## config.mk

```make
export PLATFORM = sky130hd
export DESIGN_NAME = pp_drive_gen
export DESIGN_NICKNAME = d
export VERILOG_FILES = /design/src/rtl/pp_drive_pkg.sv /design/src/rtl/pp_tick_div.sv /design/src/rtl/pp_ref_edge.sv /design/src/rtl/pp_phase_gen.sv /design/src/rtl/pp_lock_watch.sv /design/src/rtl/pp_drive_gen.sv
export SDC_FILE = /design/constraint.sdc
export NUM_CORES = 1
export LEC_CHECK = 0
export ABC_AREA = 1
export BUFFER_PORTS_ARGS = -buffer_cell sky130_fd_sc_hd__buf_2
export CORE_ASPECT_RATIO = 1.75
export CORE_MARGIN = 2
export CORE_UTILIZATION = 43
export DETAILED_ROUTE_END_ITERATION = 6
export MAX_ROUTING_LAYER = met4
export PLACE_DENSITY = 0.63
export SKIP_LAST_GASP = 1
export SLEW_MARGIN = 40
export SYNTH_ARGS = -nofsm -noshare
export SYNTH_HDL_FRONTEND = slang
export SYNTH_HIERARCHICAL = 1
export SYNTH_SLANG_ARGS = --single-unit
export TNS_END_PERCENT = 10
```

## constraint.sdc

```tcl
create_clock -name clk -period 2.8 [get_ports clk]
set_input_delay 0.28 -clock clk [delete_from_list [all_inputs] [get_ports clk]]
set_output_delay 0.28 -clock clk [all_outputs]
set_load 0.05 [all_outputs]
```

## src/rtl/pp_drive_pkg.sv

```systemverilog
package pp_drive_pkg;

    // Which side of the push-pull pair owns the current half-cycle
    typedef enum logic {
        PH_A = 1'b0,
        PH_B = 1'b1
    } pp_phase_e;

    // Per-clock strobes shared by the timing blocks
    typedef struct packed {
        logic tick;      // divided counting tick
        logic ref_edge;  // synchronised rising edge of the reference
    } pp_strobe_t;

    // Limit an on-time request to a ceiling
    function automatic int unsigned pp_clamp(int unsigned req, int unsigned lim);
        return (req > lim) ? lim : req;
    endfunction

    // True when a measured interval is within one tick of the target
    function automatic logic pp_in_window(int unsigned got, int unsigned want);
        return ((got + 1) >= want) && (got <= (want + 1));
    endfunction

endpackage

```

## src/rtl/pp_tick_div.sv

```systemverilog
module pp_tick_div (
    input  logic clk,
    input  logic rst,
    input  logic run,
    input  logic sel_div2,
    output logic tick
);
    logic half_q;

    // Optional extra halving stage in front of the cycle divider
    always_ff @(posedge clk) begin
        if (rst || !run) begin
            half_q <= 1'b0;
        end else if (sel_div2) begin
            half_q <= ~half_q;
        end else begin
            half_q <= 1'b0;
        end
    end

    assign tick = run && (!sel_div2 || half_q);

endmodule

```

## src/rtl/pp_ref_edge.sv

```systemverilog
module pp_ref_edge #(
    parameter int SYNC_STAGES = 2
) (
    input  logic clk,
    input  logic rst,
    input  logic arm,
    input  logic sync_in,
    output logic ref_edge
);
    logic [SYNC_STAGES:0] sh_q;

    // Synchroniser chain plus one stage of history for edge detection
    always_ff @(posedge clk) begin
        if (rst) begin
            sh_q <= '0;
        end else begin
            sh_q <= {sh_q[SYNC_STAGES-1:0], sync_in};
        end
    end

    assign ref_edge = arm && sh_q[SYNC_STAGES-1] && !sh_q[SYNC_STAGES];

endmodule

```

## src/rtl/pp_phase_gen.sv

```systemverilog
module pp_phase_gen
    import pp_drive_pkg::*;
#(
    parameter int CNT_W     = 14,
    parameter int ON_W      = 15,
    parameter int FAST_TRIM = 4
) (
    input  logic             clk,
    input  logic             rst,
    input  logic             run,
    input  logic             sync_en,
    input  pp_strobe_t       stb,
    input  logic [ON_W-1:0]  on_req,
    output pp_phase_e        phase,
    output logic             pulse_on
);
    localparam int unsigned HALF      = 1 << CNT_W;
    localparam int unsigned LAST_FREE = HALF - 1;
    localparam int unsigned LAST_SYNC = HALF - 1 - FAST_TRIM;
    localparam int unsigned MID       = HALF / 2;

    logic [CNT_W-1:0] cnt_q;
    logic [CNT_W-1:0] pcnt_q;
    pp_phase_e        phase_q;

    logic [CNT_W-1:0] last_c;
    logic [CNT_W-1:0] on_eff;
    logic             wrap;
    logic             late_edge;
    logic             early_edge;

    always_comb begin
        last_c     = sync_en ? CNT_W'(LAST_SYNC) : CNT_W'(LAST_FREE);
        on_eff     = CNT_W'(pp_clamp(32'(on_req), HALF - 1));
        wrap       = stb.tick && (cnt_q == last_c);
        late_edge  = stb.ref_edge && (cnt_q >= CNT_W'(MID));
        early_edge = stb.ref_edge && (cnt_q < CNT_W'(MID));
    end

    always_ff @(posedge clk) begin
        if (rst || !run) begin
            cnt_q   <= '0;
            phase_q <= PH_A;
            pcnt_q  <= on_eff;
        end else if (late_edge || wrap) begin
            // start of a new half-cycle on the other side
            cnt_q   <= '0;
            phase_q <= (phase_q == PH_A) ? PH_B : PH_A;
            pcnt_q  <= on_eff;
        end else begin
            if (early_edge) begin
                cnt_q <= '0;
            end else if (stb.tick) begin
                cnt_q <= cnt_q + CNT_W'(1);
            end
            if (stb.tick && (pcnt_q != '0)) begin
                pcnt_q <= pcnt_q - CNT_W'(1);
            end
        end
    end

    assign phase    = phase_q;
    assign pulse_on = (pcnt_q != '0);

endmodule

```

## src/rtl/pp_lock_watch.sv

```systemverilog
module pp_lock_watch
    import pp_drive_pkg::*;
#(
    parameter int CNT_W      = 14,
    parameter int LOCK_EDGES = 4
) (
    input  logic       clk,
    input  logic       rst,
    input  logic       arm,
    input  pp_strobe_t stb,
    output logic       locked
);
    localparam int unsigned HALF = 1 << CNT_W;
    localparam int          IW   = CNT_W + 2;
    localparam int          RW   = $clog2(LOCK_EDGES + 1);

    logic [IW-1:0] icnt_q;
    logic          armed_q;
    logic [RW-1:0] run_q;

    always_ff @(posedge clk) begin
        if (rst || !arm) begin
            icnt_q  <= '0;
            armed_q <= 1'b0;
            run_q   <= '0;
        end else if (stb.ref_edge) begin
            icnt_q  <= stb.tick ? IW'(1) : IW'(0);
            armed_q <= 1'b1;
            if (armed_q) begin
                if (pp_in_window(32'(icnt_q), HALF)) begin
                    if (run_q != RW'(LOCK_EDGES)) begin
                        run_q <= run_q + RW'(1);
                    end
                end else begin
                    run_q <= '0;
                end
            end
        end else if (stb.tick && (icnt_q != '1)) begin
            icnt_q <= icnt_q + IW'(1);
        end
    end

    assign locked = (run_q == RW'(LOCK_EDGES));

endmodule

```

## src/rtl/pp_drive_gen.sv

```systemverilog
module pp_drive_gen
    import pp_drive_pkg::*;
#(
    parameter int CYC_BITS    = 15,
    parameter int FAST_TRIM   = 4,
    parameter int LOCK_EDGES  = 4,
    parameter int SYNC_STAGES = 2
) (
    input  logic                clk,
    input  logic                rst,
    input  logic                en,
    input  logic                sel_div2,
    input  logic [CYC_BITS-1:0] on_req,
    input  logic                sync_en,
    input  logic                sync_in,
    output logic                drv_a,
    output logic                drv_b,
    output logic                locked
);
    localparam int HALF_W = CYC_BITS - 1;

    logic       en_q;
    pp_strobe_t stb;
    pp_phase_e  phase;
    logic       pulse_on;

    always_ff @(posedge clk) begin
        if (rst) begin
            en_q <= 1'b0;
        end else begin
            en_q <= en;
        end
    end

    pp_tick_div u_div (
        .clk      (clk),
        .rst      (rst),
        .run      (en_q),
        .sel_div2 (sel_div2),
        .tick     (stb.tick)
    );

    pp_ref_edge #(
        .SYNC_STAGES (SYNC_STAGES)
    ) u_ref (
        .clk      (clk),
        .rst      (rst),
        .arm      (en_q && sync_en),
        .sync_in  (sync_in),
        .ref_edge (stb.ref_edge)
    );

    pp_phase_gen #(
        .CNT_W     (HALF_W),
        .ON_W      (CYC_BITS),
        .FAST_TRIM (FAST_TRIM)
    ) u_phase (
        .clk      (clk),
        .rst      (rst),
        .run      (en_q),
        .sync_en  (sync_en),
        .stb      (stb),
        .on_req   (on_req),
        .phase    (phase),
        .pulse_on (pulse_on)
    );

    pp_lock_watch #(
        .CNT_W      (HALF_W),
        .LOCK_EDGES (LOCK_EDGES)
    ) u_lock (
        .clk    (clk),
        .rst    (rst),
        .arm    (en_q && sync_en),
        .stb    (stb),
        .locked (locked)
    );

    assign drv_a = en && en_q && pulse_on && (phase == PH_A);
    assign drv_b = en && en_q && pulse_on && (phase == PH_B);

endmodule

```

**Yosys cells after proc, flatten, opt, wreduce, memory -nomap -nowiden**

Cells that the tools add are included.

- Add/subtract/negate cells: 5
- Shift operators: 0
- Multiplexer cells: 11
- Bitwise operators: 3
- Equality and inequality tests: 5
- Divide/modulo/power cells: 0
- Reductions and logical operators: 28
- Multipliers: 0
- $lt $le $gt $ge: 5

Operator list:

| operator | count |
|---|---|
| 14-bit 2-to-1 mux | 4 |
| 32-bit by 15-bit >= comparator with 1-bit output, second input constant | 1 |
| 16-bit 2-to-1 mux | 2 |
| 16-bit by 1-bit adder with 17-bit output, second input constant | 1 |
| 16-bit by 1-bit adder with 16-bit output, second input constant | 1 |
| 16-bit by 15-bit <= comparator with 1-bit output, second input constant | 1 |
| 16-bit != test, second input constant | 1 |
| 15-bit by 14-bit greater-than comparator with 1-bit output, second input constant | 1 |
| 14-bit by 1-bit adder with 14-bit output, second input constant | 1 |
| 14-bit == test | 1 |
| 14-bit >= comparator, second input constant | 1 |
| 1-bit logical AND | 14 |
| 14-bit less-than comparator, second input constant | 1 |
| 14-bit nonzero test | 1 |
| 14-bit by 1-bit subtractor with 14-bit output, second input constant | 1 |
| 3-bit 2-to-1 mux | 3 |
| 1-bit zero test | 4 |
| 1-bit logical OR | 4 |
| 3-bit by 1-bit adder with 3-bit output, second input constant | 1 |
| 3-bit == test, second input constant | 1 |
| 3-bit != test, second input constant | 1 |
| 1-bit NOT | 3 |
| 3-bit AND reduction | 1 |
| 3-bit nonzero test | 1 |
| other kinds (5) | 6 |

- Memory bits (writable): 0
- Memories: 0
- ROM bits: 0
- Logic and storage cells: 66
- Output and inout bits: 3
- Register bits: 54
- Bits in latches: 0

**Longest topological paths before layout**

Gate-level depths: netlist (run 1).

- Depth after elaboration: 7
- Gate-level depth with buffers: 14
- Depth with buffers taken out: 13

**Cells and area by module**

The synthesis (run 1) kept the hierarchy.

By module, submodules not included:

| module | times used | area each (µm²) | cells an instance |
|---|---|---|---|
| pp_phase_gen | 1 | 1868.0 | 272 |
| pp_lock_watch | 1 | 1282.5 | 172 |
| pp_ref_edge | 1 | 92.6 | 11 |
| pp_drive_gen | 1 | 51.3 | 9 |
| pp_tick_div | 1 | 47.5 | 8 |

**Least setup slack after synthesis (run 1)**

Ideal clock, no wire load.

- Kind: register to register
- Start point: reg en_q
- End point: reg u_phase.pcnt_q[0] (enable)
- Stages on the path, launching flop included: 14
- Buffers on the path: 1
- Arrival: 2035 ps
- Setup slack: 404 ps
- Cell sequence: dfxtp_1 > inv_1 > a21oi_1 > nand2_2 > inv_2 > nand2_1 > nor2_2 > nand2_2 > nand2_4 > nand2_4 > nand2_4 > buf_6 > inv_1 > nand2_1

RTL lines:

| item | RTL line | RTL |
|---|---|---|
| from (decl) | pp_drive_gen.sv:22 | `logic en_q;` |
| from (signal assigned) | pp_drive_gen.sv:31 | `en_q <= en;` |
| to (signal assigned) | pp_phase_gen.sv:44 | `pcnt_q <= on_eff;` |
| to (signal assigned) | pp_phase_gen.sv:49 | `pcnt_q <= on_eff;` |
| to (signal assigned) | pp_phase_gen.sv:57 | `pcnt_q <= pcnt_q - CNT_W'(1);` |
| to (decl) | pp_phase_gen.sv:23 | `logic [CNT_W-1:0] pcnt_q;` |

**Worst setup path after layout (run 1)**

- Start point: reg u_phase.pcnt_q[0]
- End point: out drv_a

- Word-level cells in the longest chain between the ends: 3

Ends and longest elaborated chain:

| item | RTL line | RTL |
|---|---|---|
| 14-bit nonzero test | pp_phase_gen.sv:63 | `assign pulse_on = (pcnt_q != '0);` |
| via pulse_on | pp_drive_gen.sv:25 | `logic pulse_on;` |
| 1-bit logical AND (2 in a row) | pp_drive_gen.sv:79 | `assign drv_a = en && en_q && pulse_on && (phase == PH_A);` |
| to (decl) | pp_drive_gen.sv:16 | `output logic drv_a,` |

The timed path passes the listed nets, and every way through them passes these cells.

==> summary.txt, run 1 <==
==================================================================================
Setup TNS after final layout                                                  0 ns
Number of DRC markers in iteration 0                                            86
Clock tree root buffer cell                                           sky130_fd_sc_hd__clkbuf_16
Internal portion of total power                                            1260 uW
Via count of the first global-routing pass                                    2663
CTS clock-pin slew for the worst setup and hold paths                      0.07 ns
Share of final-layout standard cells stronger than drive strength 1          0.158
Synthesized cell area                                                    3340 um^2
Netlist cell types                                                              39
Number of primary I/O pins                                                      24
Final antenna-violating net count                                                0
Top fanout value on the critical path                                            5
Setup repair after global routing missed its margin                          false
Clock buffer count from CTS                                                      5
Headroom to the max-slew limit                                               0.596
Hold buffer count at CTS                                                         0
CTS tree                                                                      done
Crit start category                                                      flip-flop
Total via count in the routed design                                          2832
Count of pins over their slew limit                                              0
Number of standard cells after synthesis                                       472
Actual slew at the worst max-slew pin                                     0.604 ns
Die Area                                                                 8520 um^2
Pin count of the biggest net entering global routing                            18
Yosys warnings                                                                   6
Switching power total                                                       369 uW
Placed instance count                                                          579
GR Overflow Total                                                                0
Timing startpoint of the critical path                                u_phase/pcnt_q[0]$_DFFE_PP_
Combined buffer and inverter count along the critical path                       2
Setup Viol. Count Final                                                          0
Sequential cell area                                                     1220 um^2
Part of the power in combinational logic                                     0.072
Flop and latch count out of synthesis                                           54
Switching share of power                                                     0.227
Worst supply voltage drop on vdd                                          0.326 mV
Number of core rows                                                             42
Area growth syn-to-layout                                                    10.3%
Clock Power Share                                                            0.411
Die outline width                                                          70.6 um
Post-Synthesis Mean Instance Area                                        7.08 um^2
Antenna violations before repair                                                 0
Skew final                                                              0.00622 ns
Cell type of the slowest stage on the worst timing path               sky130_fd_sc_hd__edfxtp_1
Post-cts repair resize count                                                     0
Clock Latency Late Sink                                                    0.29 ns
Number of hold violations in the final report                                    0
Achievable clock frequency                                                 426 MHz
Post-Syn Nets                                                                  501
LEAKAGE                                                                 0.00149 uW
Power density of the placed cells                                      441 nW/um^2
Total clock sinks                                                               54
Hold WC Path Type                                                     primary input to flip-flop
Crit path required time                                                    2.52 ns
Chain of cells forming the critical path                              inv_1, ha_1, nand2_1, nor2_1, nand4_1, nor2_1, nand2_1, nand3_1, nor2_1, buf_2
Area of the multi-input gates                                            1790 um^2
CTS max path bufs                                                                2
Most common cell type on the critical path                            sky130_fd_sc_hd__nor2_1
RR Startpoint                                                         en_q$_SDFF_PP0_
Final weighted congestion in routability-driven placement                    0.889
Initial DRT Pass Iterations                                                      4
Result of the run                                                     complete, no violations
Fill cell count                                                                794
Final std cells w/o fill                                                       587
Hold path startpoint                                                       sync_in
Remaining DRCs                                                                   0
Sequential Power Share                                                       0.516
Clock period minus worst slack                                             2.35 ns
Placed wire-length estimate                                                5090 um
Share of synthesized area occupied by flip-flops and latches                 0.365
Max stage delay on crit path                                               0.38 ns
Worst r2r path cells                                                            12
Count of cells along the worst hold path                                         3
Initial core utilization                                                     0.442
Type of destination of the critical path                               output port
Standard cell core area                                                  7570 um^2
WL/cell                                                                    11.1 um
Nets                                                                           527
Arrival time worst endpoint                                                2.07 ns
Worst path top cell family by delay                                   simple AND/OR/NAND/NOR gates
GRT Total Usage                                                              0.170
Vias per std cell                                                             4.82
Setup bufs post-CTS                                                              0
Share of the cycle needed by the critical path after routing                 0.838
Levels on crit path                                                             10
Count of maximum capacitance violations                                          0
Global-route wire length before repair                                    11400 um
Inserted Diodes                                                                  0
Height of the chip                                                          121 um
WS Path Type                                                          flip-flop to output port
Post-Route WL                                                              6500 um
CTS HTree Levels                                                                 2
# port buffers                                                                  23
==================================================================================
stage by stage:
stage	instance area (um^2)	setup slack, ns	utilization	total power, uW	hold slack [ns]
6_report	3690	0.454	0.487	1620	0.183
5_1_grt	3690	0.231	0.487	1690	0.192
4_1_cts	3690	0.407	0.487	1650	0.180
3_5_place_dp	3520	0.499	0.466	975	0.410
3_3_place_gp	3520	0.576	0.466	974	0.404
2_1_floorplan	3340	0.404	-	940	0.351
power by group through the flow:
stage	clock network, uW	logic (uW)	registers [uW]
6_report	668	117	839
2_1_floorplan	0	87.7	852
3_5_place_dp	0	119	857
5_1_grt	715	136	841
3_3_place_gp	0	117	857
4_1_cts	694	120	839
layout by cell type, fill, tap and decap left out, types with 6 or more instances in the layout:
master	instances
sky130_fd_sc_hd__nand2_1	114
sky130_fd_sc_hd__nor2_1	82
sky130_fd_sc_hd__inv_1	67
sky130_fd_sc_hd__dfxtp_1	40
sky130_fd_sc_hd__nand3_1	33
sky130_fd_sc_hd__buf_2	23
sky130_fd_sc_hd__edfxtp_1	14
sky130_fd_sc_hd__a21oi_1	11
sky130_fd_sc_hd__nand2_2	10
sky130_fd_sc_hd__nor2_2	9
sky130_fd_sc_hd__xor2_1	9
sky130_fd_sc_hd__xnor2_1	9
sky130_fd_sc_hd__ha_1	8
sky130_fd_sc_hd__clkbuf_16	6
sequential cells by signal, summed over array words and instances, names as in the netlist:
| register | flops |
|---|---|
| u_lock/icnt_q | 16 |
| u_phase/pcnt_q | 14 |
| en_q | 1 |
| u_div/half_q | 1 |
| u_lock/run_q | 3 |
| u_phase/phase | 1 |
| u_phase/cnt_q | 14 |
| u_lock/armed_q | 1 |
| u_ref/sh_q | 3 |
layout make-up:
cell class                 instances  share of cell area
timing repair buffer              25              0.0353
inverter                          71              0.0737
multi-input combinational        341               0.486
tap                               88              0.0299
clock buffer                       7              0.0418
clock inverter                     1             0.00204
sequential                        54               0.331
metal layers:
layer	routed length, um	up-vias	global-route usage
met5	0	-	-
met4	172	0	0.0719
met3	134	11	0.0292
met2	3630	24	0.318
met1	2560	1270	0.171
li1	-	1527	-
worst reg2reg max path, delay by kind of cell, from the launching register on:
family | cells | cell delay [ns]
AOI/OAI and AO/OA | 1 | 0.18
buffers and inverters | 3 | 0.17
DFF | 1 | 0.40
and+or+nand+nor | 8 | 1.15
final timing paths:
check / end / slack [ns]
setup / recovery: drv_a / 0.45
hold / removal: u_ref/sh_q[0]$_SDFF_PP0_ / 0.18
setup reg to reg: u_phase/pcnt_q[8]$_DFFE_PP_ / 0.54
hold reg to reg: u_ref/sh_q[1]$_SDFF_PP0_ / 0.42
logic make-up (layout without fill, tap and decap cells):
family | after synthesis | after routing | synth area share
and+or+nand+nor | 284 | 284 | 0.401
buffers and inverters | 77 | 104 | 0.0985
DFF | 54 | 54 | 0.365
AOI/OAI and AO/OA | 31 | 31 | 0.0584
xor gates and xnor gates | 18 | 18 | 0.0472
adders and majority gates | 8 | 8 | 0.0300
Yosys cell counts (all sizes together):
library cell / number / share of area
a22oi: 1 / 0.0022
nand3b: 5 / 0.011
o21ai: 8 / 0.013
buf: 4 / 0.015
ha: 8 / 0.030
a211oi: 3 / 0.0082
inv: 71 / 0.081
edfxtp: 14 / 0.13
and2: 1 / 0.0019
nand2: 129 / 0.16
nor2: 95 / 0.12
nor4: 1 / 0.0019
a21oi: 13 / 0.022
or2: 4 / 0.0075
nand3: 36 / 0.063
nor3: 7 / 0.013
clkbuf: 2 / 0.0022
xor2: 9 / 0.024
nand4: 6 / 0.016
dfxtp: 40 / 0.24
xnor2: 9 / 0.024
a31oi: 5 / 0.0094
o211ai: 1 / 0.0037
Note: power is estimated with default switching activity, not from simulation.
==> inputs of run 2 (changes only) <==
Settings changed: PLACE_DENSITY 0.63 to 0.65.
Clock period 2.8 ns to 2.1 ns, I/O delays scaled along.
==> run 2 against run 1 <==
Effect of this change: non-clock buffer count grew 9; via count rose by 2.4%; clock-buffer cell count stayed put; die area stayed put; utilization grew 1.3 points; first-iteration DRC count increased by 2.3%; sequential power is 33% higher; critical path depth unchanged; sequential share of layout area shrank 0.84 points; largest cell class unchanged.
==> summary.txt, run 2 (same netlist as run 1, synthesis figures left out) <==
==================================================================================
Achievable clock frequency                                                 514 MHz
Register containing the most flip-flops in the final layout           u_lock/icnt_q
Die outline width                                                          70.6 um   unchanged
Count of pins over their slew limit                                              0   unchanged
Most used cells in the layout excluding fill and tap cells            sky130_fd_sc_hd__nand2_1 (112), sky130_fd_sc_hd__nor2_1 (79), sky130_fd_sc_hd__inv_1 (65)
Skew final                                                              0.00570 ns   -0.000516 ns
Largest register FFs                                                            16   unchanged
Final weighted congestion in routability-driven placement                    0.883   -0.65%
Actual slew at the worst max-slew pin                                     0.403 ns   -0.202 ns
Setup repair after global routing missed its margin                          false
Clock period minus worst slack                                             1.94 ns
Share of the cycle needed by the critical path after routing                 0.926
Placed wire-length estimate                                                5310 um   +4.5%
Inserted Diodes                                                                  0   unchanged
Initial DRT Pass Iterations                                                      4   unchanged
Clock buffer count from CTS                                                      5   unchanged
CTS tree                                                                      done
Via count of the first global-routing pass                                    2841   +6.7%
Hold WC Path Type                                                     primary input to flip-flop
Setup TNS after final layout                                                  0 ns   unchanged
Crit path required time                                                    1.89 ns   -0.63 ns
Number of core rows                                                             42   unchanged
Number of hold violations in the final report                                    0   unchanged
Crit start category                                                      flip-flop
Vias per std cell                                                             4.87   +0.85%
Top fanout value on the critical path                                            5   unchanged
# port buffers                                                                  23   unchanged
Setup Viol. Count Final                                                          0   unchanged
Initial core utilization                                                     0.442   unchanged
Share of final-layout standard cells stronger than drive strength 1          0.193   +0.0346
CTS max path bufs                                                                2   unchanged
Registers with the highest flip-flop counts                           u_lock/icnt_q (16), u_phase/cnt_q (14), u_phase/pcnt_q (14)
GRT Total Usage                                                              0.183   +0.0130
Nets                                                                           536   +1.7%
LEAKAGE                                                                 0.00153 uW   +2.7%
Total via count in the routed design                                          2900   +2.4%
Clock Latency Late Sink                                                    0.29 ns   about the same
Worst-case hold slack                                                     0.112 ns   -0.0715 ns
Result of the run                                                     complete, no violations
Hold buffer count at CTS                                                         0   unchanged
Area growth syn-to-layout                                                    13.2%
Remaining DRCs                                                                   0   unchanged
GR Overflow Total                                                                0   unchanged
Worst supply voltage drop on vdd                                          0.421 mV   +29%
Number of primary I/O pins                                                      24   unchanged
Global-route wire length before repair                                    12300 um   +7.7%
WS Path Type                                                          flip-flop to output port
Headroom to the max-slew limit                                               0.731   +0.135
Height of the chip                                                          121 um   unchanged
Final antenna-violating net count                                                0   unchanged
Pin count of the biggest net entering global routing                            17   -1
CTS clock-pin slew for the worst setup and hold paths                      0.07 ns   about the same
Die Area                                                                 8520 um^2   unchanged
Most common library cell in the layout ignoring fill and taps         sky130_fd_sc_hd__nand2_1
Standard cell core area                                                  7570 um^2   unchanged
Post-Route WL                                                              6840 um   +5.3%
Power density of the placed cells                                      562 nW/um^2   +28%
Type of destination of the critical path                               output port
Antenna violations before repair                                                 0   unchanged
Number of DRC markers in iteration 0                                            88   +2.3%
CTS HTree Levels                                                                 2   unchanged
Total clock sinks                                                               54   unchanged
Arrival time worst endpoint                                                1.73 ns   -0.34 ns
WL/cell                                                                    11.5 um   +3.7%
Clock tree root buffer cell                                           sky130_fd_sc_hd__clkbuf_16
Count of maximum capacitance violations                                          0   unchanged
==================================================================================
run 2: changes by cell type in the layout (fill, tap and decap cells not counted), sizes merged:
cell	delta
buf	+9
clkinv	+1
clkinvlp	-1
run 2: stage by stage:
step                      cells  area (um^2)  setup WS (ns)  utilization  total power (uW)
final                       596         3780          0.156        0.500              2130
after global routing        596         3780         0.0177        0.500              2230
after CTS                   594         3750         0.0109        0.495              2150
after detailed placement    586         3580          0.218        0.474              1310
after global placement      586         3580          0.259        0.474              1300
after floorplan             472         3350         0.0718            -              1250
run 2: path summary, 6_finish.rpt:
kind              slack (ns)                       endpoint  cells after the start                          start
hold / removal          0.11       u_ref/sh_q[0]$_SDFF_PP0_                      3                        sync_in
hold reg to reg         0.41       u_ref/sh_q[1]$_SDFF_PP0_                      2       u_ref/sh_q[0]$_SDFF_PP0_
setup / recovery        0.16                          drv_b                     10    u_phase/pcnt_q[1]$_DFFE_PP_
setup reg to reg        0.25  u_lock/icnt_q[9]$_SDFFE_PP0P_                      9  u_lock/icnt_q[0]$_SDFFE_PP0P_
run 2: per-layer routing:
metal  global-route usage  wire length (um)
met1                0.192              2700
met2                0.329              3680
met3               0.0317               223
met4               0.0861               238
met5                    -                 0
run 2: worst max-delay path, stage by stage, from the launching register on:
cell,delay [ns]
sky130_fd_sc_hd__edfxtp_1,0.41
sky130_fd_sc_hd__inv_2,0.09
sky130_fd_sc_hd__ha_4,0.17
sky130_fd_sc_hd__nand2_2,0.07
sky130_fd_sc_hd__nor2_2,0.10
sky130_fd_sc_hd__nand4_1,0.08
sky130_fd_sc_hd__nor2_1,0.10
sky130_fd_sc_hd__nand2_1,0.09
sky130_fd_sc_hd__nand3_2,0.10
sky130_fd_sc_hd__nor2_1,0.04
sky130_fd_sc_hd__buf_4,0.18
run 2: where the power goes:
group | switching [uW] | total [uW] | internal, uW
clock | 356 | 830 | 473
combinational | 103 | 177 | 74.3
sequential | 22.9 | 1120 | 1100
run 2: timing repair:
item | 4_1_cts | 5_1_grt
resized for setup | 4 | 9
pin swaps | 0 | 3
buffers inserted | 0 | 2
setup endpoints to repair | 2 | 2
run 2: layout make-up:
cell class                 instances  area, um^2
fill                             771        3780
clock inverter                     1        5.00
multi-input combinational        341        1830
clock buffer                       7         143
timing repair buffer              34         206
inverter                          71         272
tap                               88         110
sequential                        54        1220
